$ cat config.mk
export PLATFORM = sky130hd
export DESIGN_NAME = cflow_wdog
export DESIGN_NICKNAME = d
export VERILOG_FILES = /design/src/rtl/cfw_pkg.sv /design/src/rtl/cfw_itimer.sv /design/src/rtl/cfw_faults.sv /design/src/rtl/cflow_wdog.sv
export SDC_FILE = /design/constraint.sdc
export NUM_CORES = 1
export LEC_CHECK = 0
export ABC_AREA = 1
export BUFFER_PORTS_ARGS = -buffer_cell sky130_fd_sc_hd__buf_4
export CORE_AREA = 4 4 144 146
export DETAILED_ROUTE_END_ITERATION = 8
export DIE_AREA = 0 0 148 150
export PLACE_DENSITY = 0.78
export SETUP_SLACK_MARGIN = 0.1
export SKIP_CTS_REPAIR_TIMING = 1
export SLEW_MARGIN = 5
export SYNTH_ARGS = -nofsm -noshare
export SYNTH_HDL_FRONTEND = slang
export SYNTH_SLANG_ARGS = --single-unit
$ cat constraint.sdc
create_clock -name clk -period 6.6 [get_ports clk]
set_clock_uncertainty 0.1 [all_clocks]
set_input_delay 0.33 -clock clk [delete_from_list [all_inputs] [get_ports clk]]
set_output_delay 0.33 -clock clk [all_outputs]
set_load 0.005 [all_outputs]
$ cat src/rtl/cfw_pkg.sv
package cfw_pkg;

   localparam int NCLS = 6;   // fault classes
   localparam int NREG = 16;  // mapped word offsets
   localparam int ACTW = 3;

   // fault class indices; POR flag sits above them
   localparam int FC_TMO = 0;
   localparam int FC_MIS = 1;
   localparam int FC_SEQ = 2;
   localparam int FC_CTL = 3;
   localparam int FC_STA = 4;
   localparam int FC_ADR = 5;
   localparam int FL_POR = NCLS;

   localparam logic [ACTW-1:0] ACT_NONE = 3'd1;
   localparam logic [ACTW-1:0] ACT_RST  = 3'd2;
   localparam logic [ACTW-1:0] ACT_IRQ  = 3'd4;

   typedef enum logic [3:0] {
      OFS_CTRL    = 4'd0,  OFS_RELOAD  = 4'd1,  OFS_START   = 4'd2,
      OFS_STOP    = 4'd3,  OFS_RESTART = 4'd4,  OFS_ADD     = 4'd5,
      OFS_ADD1    = 4'd6,  OFS_ADD16   = 4'd7,  OFS_ADD256  = 4'd8,
      OFS_SUB     = 4'd9,  OFS_SUB1    = 4'd10, OFS_SUB16   = 4'd11,
      OFS_SUB256  = 4'd12, OFS_FLAGS   = 4'd13, OFS_PERSIST = 4'd14,
      OFS_TIMER   = 4'd15
   } ofs_e;

   typedef struct packed {
      logic                             lock;
      logic                             halt_en;
      logic                             pause_en;
      logic [NCLS-1:0][ACTW-1:0]        act;
   } ctrl_t;

   localparam int CTRL_BITS = $bits(ctrl_t);

   typedef enum logic [0:0] { ST_IDLE = 1'b0, ST_RUN = 1'b1 } run_e;

   function automatic ctrl_t ctrl_default();
      ctrl_t c;
      c.lock     = 1'b0;
      c.halt_en  = 1'b0;
      c.pause_en = 1'b0;
      for (int i = 0; i < NCLS; i++) c.act[i] = ACT_NONE;
      return c;
   endfunction

   function automatic logic codes_legal(ctrl_t c);
      logic ok;
      ok = 1'b1;
      for (int i = 0; i < NCLS; i++)
         if (!(c.act[i] inside {ACT_NONE, ACT_RST, ACT_IRQ})) ok = 1'b0;
      return ok;
   endfunction

endpackage

$ cat src/rtl/cfw_itimer.sv
module cfw_itimer #(
   parameter int TW = 32
) (
   input  logic          clk,
   input  logic          rst_n,
   input  logic          run,
   input  logic          freeze,
   input  logic          load,
   input  logic [TW-1:0] load_val,
   output logic [TW-1:0] cnt,
   output logic          expire
);

   initial begin
      if (TW < 2) $error("cfw_itimer: TW must be at least 2");
   end

   logic ticking;
   assign ticking = run & ~freeze & ~load;
   assign expire  = ticking & (cnt == '0);

   always_ff @(posedge clk or negedge rst_n) begin
      if (!rst_n)                   cnt <= '0;
      else if (load)                cnt <= load_val;
      else if (ticking && cnt != '0) cnt <= cnt - 1'b1;
   end

   assert_freeze_hold_R10: assert property (@(posedge clk) disable iff (!rst_n)
      (run && freeze && !load) |=> cnt == $past(cnt));

   assert_tick_step_R3: assert property (@(posedge clk) disable iff (!rst_n)
      (run && !freeze && !load && cnt != '0) |=> cnt == $past(cnt) - 1'b1);

endmodule

$ cat src/rtl/cfw_faults.sv
module cfw_faults
   import cfw_pkg::*;
(
   input  logic                      clk,
   input  logic                      rst_n,
   input  logic [NCLS-1:0]           ev,
   input  logic [NCLS-1:0][ACTW-1:0] act,
   input  logic [NCLS:0]             clr,
   output logic [NCLS:0]             flags,
   output logic                      irq_req,
   output logic                      rst_req
);

   for (genvar g = 0; g < NCLS; g++) begin : g_cls
      always_ff @(posedge clk or negedge rst_n) begin
         if (!rst_n)       flags[g] <= 1'b0;
         else if (ev[g])   flags[g] <= 1'b1;
         else if (clr[g])  flags[g] <= 1'b0;
      end

      assert_flag_set_R12: assert property (@(posedge clk) disable iff (!rst_n)
         ev[g] |=> flags[g]);

      assert_flag_sticky_R12: assert property (@(posedge clk) disable iff (!rst_n)
         (flags[g] && !clr[g]) |=> flags[g]);
   end

   always_ff @(posedge clk or negedge rst_n) begin
      if (!rst_n)            flags[FL_POR] <= 1'b1;
      else if (clr[FL_POR])  flags[FL_POR] <= 1'b0;
   end

   always_comb begin
      irq_req = 1'b0;
      rst_req = 1'b0;
      for (int i = 0; i < NCLS; i++) begin
         if (flags[i] && act[i] == ACT_IRQ) irq_req = 1'b1;
         if (flags[i] && act[i] == ACT_RST) rst_req = 1'b1;
      end
   end

   assert_req_source_R12: assert property (@(posedge clk) disable iff (!rst_n)
      (rst_req || irq_req) |-> (flags[NCLS-1:0] != '0));

endmodule

$ cat src/rtl/cflow_wdog.sv
module cflow_wdog
   import cfw_pkg::*;
#(
   parameter int DW     = 32,
   parameter int TW     = 32,
   parameter int ADDR_W = 5
) (
   input  logic              clk,
   input  logic              rst_n,
   input  logic              bus_wr,
   input  logic              bus_rd,
   input  logic [ADDR_W-1:0] bus_addr,
   input  logic [DW-1:0]     bus_wdata,
   output logic [DW-1:0]     bus_rdata,
   input  logic              pause_in,
   input  logic              dbg_halt_in,
   output logic              irq_req,
   output logic              rst_req
);

   localparam int OFS_W = $clog2(NREG);

   initial begin
      if (DW < CTRL_BITS) $error("cflow_wdog: DW too narrow for CONTROL");
      if (TW > DW)        $error("cflow_wdog: TW must not exceed DW");
      if (ADDR_W < OFS_W) $error("cflow_wdog: ADDR_W too small for register map");
   end

   // ---------------- decode ----------------
   logic [OFS_W-1:0] ofs;
   logic             mapped;
   assign ofs = bus_addr[OFS_W-1:0];

   if (ADDR_W > OFS_W) begin : g_wide_addr
      assign mapped = (bus_addr[ADDR_W-1:OFS_W] == '0);
   end else begin : g_exact_addr
      assign mapped = 1'b1;
   end

   logic [NREG-1:0] wsel;
   assign wsel = (bus_wr && mapped) ? (NREG'(1) << ofs) : '0;

   // ---------------- state ----------------
   run_e             st_q;
   ctrl_t            ctrl_q, ctrl_new;
   logic [TW-1:0]    reload_q;
   logic [DW-1:0]    persist_q;
   logic [DW-1:0]    sec_cnt;
   logic [TW-1:0]    tmr_cnt;
   logic             tmr_expire;
   logic [NCLS:0]    flags;
   logic [NCLS-1:0]  ev;

   logic active, cmp_eq, adj_any, adj_sub, freeze, tmr_load, ctrl_take;
   logic [DW-1:0] adj_amt;

   assign active   = (st_q == ST_RUN);
   assign cmp_eq   = (bus_wdata == sec_cnt);
   assign ctrl_new = ctrl_t'(bus_wdata[CTRL_BITS-1:0]);

   always_comb begin
      adj_amt = '0;
      adj_sub = 1'b0;
      unique case (1'b1)
         wsel[OFS_ADD]:    adj_amt = bus_wdata;
         wsel[OFS_ADD1]:   adj_amt = DW'(1);
         wsel[OFS_ADD16]:  adj_amt = DW'(16);
         wsel[OFS_ADD256]: adj_amt = DW'(256);
         wsel[OFS_SUB]:    begin adj_amt = bus_wdata; adj_sub = 1'b1; end
         wsel[OFS_SUB1]:   begin adj_amt = DW'(1);    adj_sub = 1'b1; end
         wsel[OFS_SUB16]:  begin adj_amt = DW'(16);   adj_sub = 1'b1; end
         wsel[OFS_SUB256]: begin adj_amt = DW'(256);  adj_sub = 1'b1; end
         default: ;
      endcase
   end

   assign adj_any = |wsel[OFS_SUB256:OFS_ADD];

   assign freeze   = (ctrl_q.pause_en & pause_in) | (ctrl_q.halt_en & dbg_halt_in);
   assign tmr_load = (!active && wsel[OFS_START]) ||
                     (active && wsel[OFS_RESTART] && cmp_eq);
   assign ctrl_take = wsel[OFS_CTRL] && !active && !ctrl_q.lock && codes_legal(ctrl_new);

   // fault events
   assign ev[FC_TMO] = tmr_expire;
   assign ev[FC_MIS] = active && (wsel[OFS_STOP] || wsel[OFS_RESTART]) && !cmp_eq;
   assign ev[FC_SEQ] = !active && (adj_any || wsel[OFS_STOP] || wsel[OFS_RESTART]);
   assign ev[FC_CTL] = wsel[OFS_CTRL] && (active || (!ctrl_q.lock && !codes_legal(ctrl_new)));
   assign ev[FC_STA] = active && wsel[OFS_START];
   assign ev[FC_ADR] = (bus_wr || bus_rd) && !mapped;

   always_ff @(posedge clk or negedge rst_n) begin
      if (!rst_n) begin
         st_q      <= ST_IDLE;
         ctrl_q    <= ctrl_default();
         reload_q  <= '0;
         persist_q <= '0;
         sec_cnt   <= '0;
      end else begin
         if (!active && wsel[OFS_START])                   st_q <= ST_RUN;
         else if (active && (wsel[OFS_STOP] || tmr_expire)) st_q <= ST_IDLE;

         if (ctrl_take)            ctrl_q    <= ctrl_new;
         if (wsel[OFS_RELOAD])     reload_q  <= bus_wdata[TW-1:0];
         if (wsel[OFS_PERSIST])    persist_q <= bus_wdata;

         if (!active && wsel[OFS_START])  sec_cnt <= bus_wdata;
         else if (active && adj_any)      sec_cnt <= adj_sub ? sec_cnt - adj_amt
                                                             : sec_cnt + adj_amt;
      end
   end

   cfw_itimer #(.TW(TW)) u_tmr (
      .clk      (clk),
      .rst_n    (rst_n),
      .run      (active),
      .freeze   (freeze),
      .load     (tmr_load),
      .load_val (reload_q),
      .cnt      (tmr_cnt),
      .expire   (tmr_expire)
   );

   cfw_faults u_flt (
      .clk     (clk),
      .rst_n   (rst_n),
      .ev      (ev),
      .act     (ctrl_q.act),
      .clr     (wsel[OFS_FLAGS] ? bus_wdata[NCLS:0] : '0),
      .flags   (flags),
      .irq_req (irq_req),
      .rst_req (rst_req)
   );

   always_comb begin
      bus_rdata = '0;
      if (mapped) begin
         case (ofs)
            OFS_CTRL:    bus_rdata = DW'(ctrl_q);
            OFS_RELOAD:  bus_rdata = DW'(reload_q);
            OFS_FLAGS:   bus_rdata = DW'(flags);
            OFS_PERSIST: bus_rdata = persist_q;
            OFS_TIMER:   bus_rdata = DW'(tmr_cnt);
            default:     bus_rdata = '0;
         endcase
      end
   end

   assert_lock_hold_R9: assert property (@(posedge clk) disable iff (!rst_n)
      ctrl_q.lock |=> $stable(ctrl_q));

   assert_start_run_R2: assert property (@(posedge clk) disable iff (!rst_n)
      (!active && wsel[OFS_START]) |=> active);

   assert_stop_idle_R5: assert property (@(posedge clk) disable iff (!rst_n)
      (active && wsel[OFS_STOP]) |=> !active);

   assert_ctrl_busy_R8: assert property (@(posedge clk) disable iff (!rst_n)
      (active && wsel[OFS_CTRL]) |=> $stable(ctrl_q));

endmodule

==> impl_metrics.env, run 1 <==
export IMPL_outcome="complete, no violations"
export IMPL_synth_area_sq_um=11500
export IMPL_initial_utilization_pct=59.4
export IMPL_synthArstFlopShare_pct=100
export IMPL_worstPathMaxFanout=29
export IMPL_fin_tns_setup_ns=0
export IMPL_htree_num_levels=4
export IMPL_drt_initial_drc_count=1596
export IMPL_min_path_type="input port to flop"
export IMPL_synth_cell_types=55
export IMPL_drive_above_1_share_pct=10.5
export IMPL_clockRootBuffer="clkbuf_16"
export IMPL_rsz0062_at_grt="no"
export IMPL_crit_arrival_ns=4.50
export IMPL_grt_pass1_wl_um=59900
export IMPL_cts_sinks=157
export IMPL_worstSkewPairLatency_ns=0.44
export IMPL_rows=51
export IMPL_cts_buffer_depth=2
export IMPL_finalSetupViolations=0
export IMPL_layout_nets=1783
export IMPL_synth_main_ff_cell="dfrtp_1"
export IMPL_drcViolationCount=0
export IMPL_hold_viol=0
export IMPL_critPathSlowestCell="inv_1"
export IMPL_wl_met1_um=15700
export IMPL_syn_area_per_cell_sq_um=6.96
export IMPL_io_pins=77
export IMPL_grtUsageTotal_pct=34.2
export IMPL_antenna_found_initial=0
export IMPL_grt_pass1_vias=11318
export IMPL_crit_required_ns=6.82
export IMPL_grt_start_max_net_pins=80
export IMPL_dieArea_sq_um=22200
export IMPL_vias=11998
export IMPL_drtPass1Iterations=5
export IMPL_place_ws_ns=2.05
export IMPL_finalWorstSetupSlack_ns=2.32
export IMPL_fmax_mhz=234
export IMPL_ir_worst_vdd_mv=0.234
export IMPL_wl_met3_um=3460
export IMPL_overflow=0
export IMPL_area_delta_synth_final_pct=11.6
export IMPL_ys_ff_latch=157
export IMPL_synthCells=1656
export IMPL_leakage_uw=0.00629
export IMPL_slew_viol_final=0
export IMPL_die_height_um=150
export IMPL_critPathMaxStageDelay_ns=0.68
export IMPL_chipWidth_um=148
export IMPL_fin_total_pwr_uw=4790
export IMPL_hpwlAfterDp_um=28000
export IMPL_seq_area_frac_synth_pct=34.2
export IMPL_fin_area_sq_um=12900
export IMPL_gp_congestion=1.00
export IMPL_wl_um=38000
export IMPL_ant_nets=0
export IMPL_top_layer="met4"
export IMPL_worst_path_buf_inv=5
export IMPL_wl_per_cell_um=19.1
export IMPL_syn_num_nets=1733
export IMPL_clkTransAtPathRegs_ns=0.07
export IMPL_path_delay_family="buffers and inverters"
export IMPL_p_per_area_nw_per_um2=372
export IMPL_tritoncts="yes"
export IMPL_placedCellCount=1951
export IMPL_drv_cap=0
export IMPL_critPathKind="input port to flop"
export IMPL_relSlewSlack_pct=18.7
export IMPL_worstSetupStartpointType="input port"
export IMPL_timing_final_crit_share_pct=64.8
export IMPL_route_met2_wl_um=17400
export IMPL_place_area_sq_um=12200
export IMPL_ys_warn_count=0
export IMPL_stdcell_count=1984
export IMPL_nFillCells=1755
export IMPL_n_antenna_cell=0
export IMPL_cts_inserted_buffers=17
export IMPL_port_buffers=76
export IMPL_viasPerCell=6.05
export IMPL_core_area_sq_um=19400
export IMPL_synth_edf_count=0
export IMPL_cp_cell_sequence="buf_4 -> nor2_4 -> nand3_1 -> nand2_1 -> inv_1 -> nor2_1 -> buf_4 -> inv_1 -> o21ai_0 -> xor2_1 -> inv_1 -> ha_1 -> nand2_1 -> nor4_1 -> a21oi_1 -> o21ai_0 -> a21oi_1 -> o21ai_0 -> nand3_1"
export IMPL_endpoint_kind="flop"
export IMPL_finalCriticalPeriod_ns=4.28
export IMPL_tightest_slew_ns=1.21
## cell usage after synthesis, types with 3 or more instances
library cell,n,share of area [%]
a21oi_1,73,3.2
inv_1,183,6.0
a31oi_1,5,0.27
nor3_1,22,0.96
nor2_2,10,0.54
o211ai_2,3,0.33
nand2_1,451,15
xnor2_1,38,2.9
a221oi_1,20,1.5
dfstp_2,7,1.6
a21o_1,9,0.59
dfrtp_1,150,33
buf_6,3,0.29
nor3_2,3,0.26
nand2_2,4,0.22
clkbuf_1,31,1.0
nand3_1,108,4.7
nor2_1,144,4.7
o21ai_0,156,6.8
o211ai_1,19,1.2
o31ai_1,3,0.20
nand3b_1,4,0.26
or2_2,6,0.33
o2111ai_1,4,0.30
nand4_1,25,1.4
inv_2,10,0.33
ha_1,33,3.6
xor2_1,42,3.2
buf_2,17,0.74
nor2_4,5,0.49
o21ai_1,5,0.22
nor4_1,8,0.43
o21bai_1,7,0.46
o221ai_1,20,1.5
## cell families (layout without fill, tap and decap cells)
family,after synthesis,after routing,synth area share (%)
xor gates and xnor gates,80,80,6.08
DFF,157,157,34.2
and+or+nand+nor,798,798,29.8
AOI/OAI and AO/OA,335,335,17.4
adders and majority gates,34,34,3.76
buffers and inverters,252,315,8.78
## state kept, by name, indices dropped and copies added, names as in the netlist
signal / count
persist_q: 32
reload_q: 32
sec_cnt: 32
u_tmr.cnt: 32
u_flt.flags: 7
active: 1
ctrl_q: 21
## layout make-up
cell class                      instances  area, sq um  area share (%)
Timing Repair Buffer                   88          667            5.19
Sequential cell                       157         3940            30.6
Multi-Input combinational cell       1247         6580            51.2
Clock inverter                         13          163            1.27
Tap cell                              265          332            2.58
Clock buffer                           19          443            3.45
Inverter                              195          732            5.69
## report_power, final
| group | internal [uW] | switching [uW] | total (uW) |
|---|---|---|---|
| logic | 812 | 1440 | 2250 |
| registers | 1220 | 283 | 1500 |
| clock network | 607 | 431 | 1040 |
| total | 2640 | 2150 | 4790 |
## path summary, 6_finish.rpt
| kind | from | endpoint | slack [ns] | cells after the start |
|---|---|---|---|---|
| max | bus_addr[4] | sec_cnt[18] | 2.32 | 19 |
| min | bus_rd | u_flt.flags[5] | 0.04 | 3 |
| max reg2reg | sec_cnt[31] | u_tmr.cnt[6] | 3.44 | 9 |
| min reg2reg | u_flt.flags[6] | u_flt.flags[6] | 0.37 | 2 |
| max in group asynchronous | rst_n | reload_q[27] | 4.42 | 3 |
| min in group asynchronous | rst_n | u_tmr.cnt[1] | 0.40 | 2 |
## worst register-to-register path: cells and delay by family (launching register included)
| kind | cells | cell delay (ns) |
|---|---|---|
| and+or+nand+nor | 5 | 1.20 |
| xor gates and xnor gates | 1 | 0.46 |
| DFF | 1 | 0.41 |
| AOI/OAI and AO/OA | 1 | 0.07 |
| buffers and inverters | 2 | 0.76 |
## per-layer routing
layer / up-vias / global-route usage (%)
met5: - / 0
met2: 684 / 56.0
li1: 5581 / -
met3: 113 / 5.60
met4: 0 / 13.1
met1: 5620 / 45.7
## layout by cell type, fill, tap and decap left out, drive strengths merged, types with 22 or more instances in the layout
cell type	netlist	final
nand3	110	110
nor3	25	25
o211ai	22	22
xor2	42	42
xnor2	38	38
inv	193	195
dfrtp	150	150
buf	25	87
nand4	27	27
nand2	457	457
a21oi	76	76
ha	33	33
o21ai	163	163
nor2	159	159
## stage by stage
stage	hold WS, ns	util, %
final	0.0378	66.3
after global routing	0.0358	66.3
after CTS	-0.134	66.2
after detailed placement	0.331	63.1
after global placement	0.331	63.1
after floorplan	-0.0656	-
Note: power is estimated with default switching activity, not from simulation.
==> run 2, diff against run 1 <==
==> constraint.sdc (replaced) <==
create_clock -name clk -period 4.5 [get_ports clk]
set_clock_uncertainty 0.1 [all_clocks]
set_input_delay 0.225 -clock clk [delete_from_list [all_inputs] [get_ports clk]]
set_output_delay 0.225 -clock clk [all_outputs]
set_load 0.005 [all_outputs]
==> run 2 against run 1 <==
Effect of this change: the flow now finishes with violations (hold timing); via count fell by 1.2%; sequential power increased by 46%; first-iteration DRC count shrank 12%; utilization up 0.49 points; combinational power is 47% higher; sequential share of layout area decreased by 0.22 points; non-clock buffer count increased by 12; die area stayed put; cell area up 0.74%; critical endpoint is now sec_cnt[24]; worst setup slack lost 1.6 ns.
==> impl_metrics.env, run 2 (synthesis results as in run 1) <==
export IMPL_sw_frac_of_total_pct=44.2
export IMPL_leakage_uw=0.00635
export IMPL_gp_congestion=0.966
export IMPL_seqPwrFrac_pct=31.3
export IMPL_drt_initial_drc_count=1405
export IMPL_reg2reg_from="sec_cnt[14]"
export IMPL_antenna_found_initial=0
export IMPL_final_common_cell="nand2_1"
export IMPL_grt_start_max_net_pins=103
export IMPL_critPathMaxStageDelay_ns=0.33
export IMPL_crit_arrival_ns=4.01
export IMPL_crit_required_ns=4.70
export IMPL_critPathSlowestCell="ha_1"
export IMPL_power_switching_uw=3090
export IMPL_vias=11851
export IMPL_overflow=0
export IMPL_initial_utilization_pct=59.4
export IMPL_core_area_sq_um=19400
export IMPL_stdcell_count=1996
export IMPL_dieArea_sq_um=22200
export IMPL_worstRegToRegCells=8
export IMPL_area_delta_synth_final_pct=12.4
export IMPL_outcome="complete, but fails checks"
export IMPL_hold_viol=2
export IMPL_wl_per_cell_um=18.9
export IMPL_clockRootBuffer="clkbuf_16"
export IMPL_final_cell_mix="449 x nand2_1, 183 x inv_1, 156 x o21ai_0"
export IMPL_p_int_uw=3900
export IMPL_place_ws_ns=0.352
export IMPL_layout_nets=1795
export IMPL_finalSetupViolations=0
export IMPL_grtUsageTotal_pct=34.2
export IMPL_critPathKind="input port to flop"
export IMPL_cpMostUsedCell="nand2_1"
export IMPL_fin_tns_setup_ns=0
export IMPL_worstPathMaxFanout=24
export IMPL_holdCritStartpoint="bus_wdata[25]"
export IMPL_cts_buffer_depth=2
export IMPL_finalWorstSetupSlack_ns=0.689
export IMPL_wl_um=37800
export IMPL_timing_rr_end="u_tmr.cnt[17]"
export IMPL_endpoint_kind="flop"
export IMPL_slew_viol_final=0
export IMPL_cts_sinks=157
export IMPL_tritoncts="yes"
export IMPL_rsz0062_at_grt="no"
export IMPL_fin_total_pwr_uw=7000
export IMPL_port_buffers=76
export IMPL_grt_pass1_vias=11198
export IMPL_grt_pass1_wl_um=59900
export IMPL_drcViolationCount=0
export IMPL_hpwlAfterDp_um=28200
export IMPL_p_per_area_nw_per_um2=540
export IMPL_worstSetupStartpointType="input port"
export IMPL_placedCellCount=1959
export IMPL_worstSkewPairLatency_ns=0.43
export IMPL_clkTransAtPathRegs_ns=0.07
export IMPL_cts_inserted_buffers=17
export IMPL_ant_nets=0
export IMPL_combinationalPowerShare_pct=47.2
export IMPL_hold_end="sec_cnt[25]"
export IMPL_drv_cap=0
export IMPL_chipWidth_um=148
export IMPL_p_clk_share_pct=21.5
export IMPL_drtPass1Iterations=6
export IMPL_n_antenna_cell=0
export IMPL_viasPerCell=5.94
export IMPL_tightest_slew_ns=1.17
export IMPL_r2r_setup_slack_ns=1.46
export IMPL_htree_num_levels=4
export IMPL_relSlewSlack_pct=21.7
export IMPL_nFillCells=1810
export IMPL_drive_above_1_share_pct=10.6
export IMPL_rows=51
export IMPL_ir_worst_vdd_mv=0.352
export IMPL_timing_final_crit_share_pct=84.7
export IMPL_min_path_type="input port to flop"
export IMPL_fmax_mhz=262
export IMPL_io_pins=77
export IMPL_finalCriticalPeriod_ns=3.81
export IMPL_violations="hold timing"
export IMPL_holdWs_ns=-0.0221
export IMPL_die_height_um=150
export IMPL_hold_path_depth=3
## run 2: cell types whose count changed in the layout (fill, tap and decap cells not counted)
cell and delta:
buf_4 +8, clkbuf_1 +5, dlygate4sd3_1 +4, clkbuf_8 +2, clkinv_2 -2, clkinvlp_4 -2, inv_6 -2, clkinv_4 -1
## run 2: layer usage
layer / up-vias / wire length, um / track usage, %
met5: - / 0 / 0
met4: 0 / 969 / 11.2
met3: 70 / 3080 / 5.33
met2: 604 / 17900 / 56.4
met1: 5582 / 15800 / 46.5
li1: 5595 / - / -
## run 2: metrics by stage
step           util [%]  hold slack [ns]  cell area (sq um)
2_1_floorplan         -           -0.171              11500
3_3_place_gp       63.4            0.323              12300
3_5_place_dp       63.4            0.319              12300
4_1_cts            66.5           -0.127              12900
5_1_grt            66.8          0.00354              13000
6_report           66.8          -0.0221              13000
## run 2: final cells by class
class	instances	area [sq um]	share of cell area, %
multi-input cells	1247	6580	50.8
flip-flops and latches	157	3940	30.4
repair buffers	100	767	5.92
inverters	195	732	5.65
clock buffers	26	489	3.78
well taps	265	332	2.56
clock inverters	6	111	0.860
## run 2: power by group through the flow
stage / sequential, uW / clock [uW] / combinational, uW
3_3_place_gp: 2180 / 0 / 3190
4_1_cts: 2170 / 1500 / 3240
5_1_grt: 2230 / 1570 / 3690
6_report: 2190 / 1500 / 3300
2_1_floorplan: 2070 / 0 / 2400
3_5_place_dp: 2190 / 0 / 3230
## run 2: worst max-delay path by stage
| stage | endpoint | start | slack, ns |
|---|---|---|---|
| final | sec_cnt[24] | bus_wr | 0.69 |
| after global routing | sec_cnt[26] | bus_wr | 0.42 |
| after CTS | sec_cnt[18] | bus_wr | 0.79 |
| after detailed placement | sec_cnt[18] | bus_wr | 0.35 |
| after global placement | sec_cnt[26] | bus_wr | 0.39 |
| after floorplan | sec_cnt[27] | bus_addr[4] | 1.08 |
## run 2: worst max-delay path, delay by kind of cell
family | cells | cell delay [ns]
and+or+nand+nor | 20 | 2.66
buffers and inverters | 5 | 0.44
adders and majority gates | 1 | 0.33
AOI/OAI and AO/OA | 3 | 0.33
==> run 3, diff against run 2 <==
--- a/config.mk
+++ b/config.mk
@@ -5,12 +5,12 @@
 export SDC_FILE = /design/constraint.sdc
 export NUM_CORES = 1
 export LEC_CHECK = 0
-export ABC_AREA = 1
+export ABC_AREA = 0
 export BUFFER_PORTS_ARGS = -buffer_cell sky130_fd_sc_hd__buf_4
 export CORE_AREA = 4 4 144 146
 export DETAILED_ROUTE_END_ITERATION = 8
 export DIE_AREA = 0 0 148 150
-export PLACE_DENSITY = 0.78
+export PLACE_DENSITY = 0.77
 export SETUP_SLACK_MARGIN = 0.1
 export SKIP_CTS_REPAIR_TIMING = 1
 export SLEW_MARGIN = 5
==> constraint.sdc (replaced) <==
create_clock -name clk -period 3.24 [get_ports clk]
set_clock_uncertainty 0.1 [all_clocks]
set_input_delay 0.162 -clock clk [delete_from_list [all_inputs] [get_ports clk]]
set_output_delay 0.162 -clock clk [all_outputs]
set_load 0.005 [all_outputs]
==> run 3 against run 2 <==
Effect of this change: the run ends with setup timing left; cell count is 16% lower; first-iteration DRC count is 12% lower; critical path depth down 12; clock power is 37% higher; highest routed layer unchanged.
==> impl_metrics.env, run 3 <==
export IMPL_clockRootBuffer="clkbuf_16"
export IMPL_final_common_cell="buf_4"
export IMPL_tightest_slew_ns=0.864
export IMPL_synth_cell_types=73
export IMPL_port_buffers=76
export IMPL_critPathKind="input port to flop"
export IMPL_slew_viol_final=0
export IMPL_cts_buffer_depth=2
export IMPL_worst_path_buf_inv=2
export IMPL_antenna_found_initial=0
export IMPL_synth_area_leaders="dfrtp_1 35%, mux2_2 9.0%, a21oi_1 4.9%, xor2_1 4.3%, nor2_1 4.0%"
export IMPL_worstPathMaxFanout=4
export IMPL_seq_area_frac_synth_pct=36.7
export IMPL_htree_num_levels=4
export IMPL_hold_viol=0
export IMPL_hold_end="reload_q[9]"
export IMPL_clkTransAtPathRegs_ns=0.07
export IMPL_dieArea_sq_um=22200
export IMPL_vias=10702
export IMPL_yosysMostFrequentCell="dfrtp_1"
export IMPL_hpwlAfterDp_um=23500
export IMPL_drtPass1Iterations=6
export IMPL_grt_pass1_vias=10400
export IMPL_critPathMaxStageDelay_ns=0.54
export IMPL_viasPerCell=6.40
export IMPL_p_int_uw=6320
export IMPL_worstSetupStartpointType="input port"
export IMPL_cts_inserted_buffers=17
export IMPL_placedCellCount=1609
export IMPL_min_path_type="input port to flop"
export IMPL_combinationalPowerShare_pct=51.7
export IMPL_core_area_sq_um=19400
export IMPL_synth_edf_count=0
export IMPL_cp_cell_sequence="buf_6 -> or4_4 -> buf_6 -> nor3b_4 -> o221a_4 -> nand3_2 -> or3_4 -> a311o_1 -> ha_4 -> o21ai_2 -> nor2_1 -> a311o_1 -> a211oi_2 -> a211o_1 -> a311oi_2 -> o211a_1 -> o31ai_2"
export IMPL_violations="setup timing"
export IMPL_drive_above_1_share_pct=36.3
export IMPL_finalWorstSetupSlack_ns=-0.631
export IMPL_n_antenna_cell=0
export IMPL_top_layer="met4"
export IMPL_crit_arrival_ns=4.11
export IMPL_yosys_area_top_type="dfrtp_1"
export IMPL_ys_ff_latch=157
export IMPL_syn_num_nets=1260
export IMPL_rows=51
export IMPL_leakage_uw=0.00618
export IMPL_drcViolationCount=0
export IMPL_area_delta_synth_final_pct=31.5
export IMPL_path_delay_family="compound AO/OA/AOI/OAI gates"
export IMPL_grt_start_max_net_pins=67
export IMPL_hold_path_depth=3
export IMPL_seqPwrFrac_pct=28.8
export IMPL_synth_top_area_share_pct=35.0
export IMPL_power_switching_uw=4220
export IMPL_timing_final_crit_share_pct=119
export IMPL_place_ws_ns=-0.864
export IMPL_die_height_um=150
export IMPL_worstSkewPairLatency_ns=0.43
export IMPL_route_met2_wl_um=18100
export IMPL_ir_worst_vdd_mv=0.488
export IMPL_stdcell_count=1671
export IMPL_p_clk_share_pct=19.5
export IMPL_initial_utilization_pct=55.3
export IMPL_overflow=0
export IMPL_cts_sinks=157
export IMPL_grtUsageTotal_pct=30.5
export IMPL_timing_rr_end="u_tmr.cnt[30]"
export IMPL_p_per_area_nw_per_um2=747
export IMPL_grt_pass1_wl_um=53900
export IMPL_r2r_setup_slack_ns=0.18
export IMPL_synthCells=1183
export IMPL_wl_met3_um=2730
export IMPL_holdCritStartpoint="bus_wdata[9]"
export IMPL_wl_um=36000
export IMPL_endpoint_kind="flop"
export IMPL_io_pins=77
export IMPL_layout_nets=1470
export IMPL_holdWs_ns=0.0357
export IMPL_ys_warn_count=0
export IMPL_finalSetupViolations=18
export IMPL_rsz0062_at_grt="yes"
export IMPL_syn_area_per_cell_sq_um=9.07
export IMPL_chipWidth_um=148
export IMPL_wl_per_cell_um=21.5
export IMPL_sw_frac_of_total_pct=40.0
export IMPL_worstRegToRegCells=8
export IMPL_synth_main_ff_cell="dfrtp_1"
export IMPL_synth_area_sq_um=10700
export IMPL_crit_start="bus_wdata[5]"
export IMPL_fmax_mhz=258
export IMPL_critPathSlowestCell="or4_4"
export IMPL_tritoncts="yes"
export IMPL_drt_initial_drc_count=1234
export IMPL_ant_nets=0
export IMPL_gp_congestion=0.988
export IMPL_synthArstFlopShare_pct=100
export IMPL_crit_required_ns=3.48
export IMPL_final_cell_mix="253 x buf_4, 150 x dfrtp_1, 107 x nor2_1"
export IMPL_reg2reg_from="sec_cnt[12]"
export IMPL_drv_cap=0
export IMPL_relSlewSlack_pct=42.3
export IMPL_yosys_top_cells_count="150 x dfrtp_1, 113 x nor2_1, 105 x a21oi_1, 101 x nand2_1, 86 x mux2_2"
export IMPL_outcome="complete, but fails checks"
export IMPL_finalCriticalPeriod_ns=3.87
export IMPL_wl_met1_um=13800
[run 3: changes by cell type in the layout (fill, tap and decap cells not counted), sizes merged, moves of 44 or more]
| cell | delta |
|---|---|
| nand3 | -93 |
| inv | -163 |
| buf | +177 |
| mux2 | +86 |
| nor2 | -44 |
| o21ai | -100 |
| nand2 | -356 |
[run 3: routing by layer]
metal | up-vias | GRT usage (%)
met1 | 5230 | 38.8
met4 | 0 | 12.1
met2 | 584 | 52.4
met3 | 112 | 4.75
li1 | 4776 | -
met5 | - | 0
[run 3: per-stage QoR]
step	setup TNS, ns	cell area [sq um]	total power (uW)	util (%)
2_1_floorplan	-6.11	10900	5740	-
3_5_place_dp	-14.87	12800	7400	65.9
4_1_cts	-4.73	13400	9500	68.9
5_1_grt	-7.64	14100	11100	72.7
6_report	-5.01	14100	10500	72.7
3_3_place_gp	-12.63	12800	7260	65.9
[run 3: worst reg2reg max path, cell delays in order (launching register included)]
cell and delay (ns):
dfrtp_1 0.42, xor2_1 0.19, nor4_1 0.38, nand4_1 0.23, nor2_1 0.29, a32oi_1 0.13
or4_2 0.60, buf_12 0.21, mux2_2 0.38
[run 3: layout make-up]
cell class	instances	area (sq um)
clock buffer	17	425
multi-input combinational	915	6950
timing repair buffer	280	2210
tap	265	332
clock inverter	15	170
sequential	157	3940
fill	1359	5290
inverter	22	85.1
[run 3: power by group through the flow]
stage          sequential, uW  combinational [uW]  clock (uW)
2_1_floorplan            2870                2870           0
3_3_place_gp             2990                4270           0
3_5_place_dp             3010                4390           0
4_1_cts                  2990                4440        2060
5_1_grt                  3090                5870        2140
6_report                 3030                5450        2050
[run 3: logic make-up (layout without fill, tap and decap cells)]
| logic type | count (synthesis) | after routing | share of synthesized area [%] |
|---|---|---|---|
| AOI/OAI and AO/OA | 333 | 333 | 21.1 |
| xor gates and xnor gates | 97 | 97 | 7.92 |
| and+or+nand+nor | 358 | 358 | 16.5 |
| adders and majority gates | 34 | 34 | 4.04 |
| DFF | 157 | 157 | 36.7 |
| buffers and inverters | 111 | 334 | 4.06 |
| muxes | 93 | 93 | 9.68 |
[run 3: worst max-delay path by stage]
stage                       end  depth (start not counted)
finish              sec_cnt[31]                         17
floorplan           sec_cnt[31]                         21
detailed placement  sec_cnt[31]                         16
global route        sec_cnt[31]                         17
CTS                 sec_cnt[31]                         16
global placement    sec_cnt[31]                         18
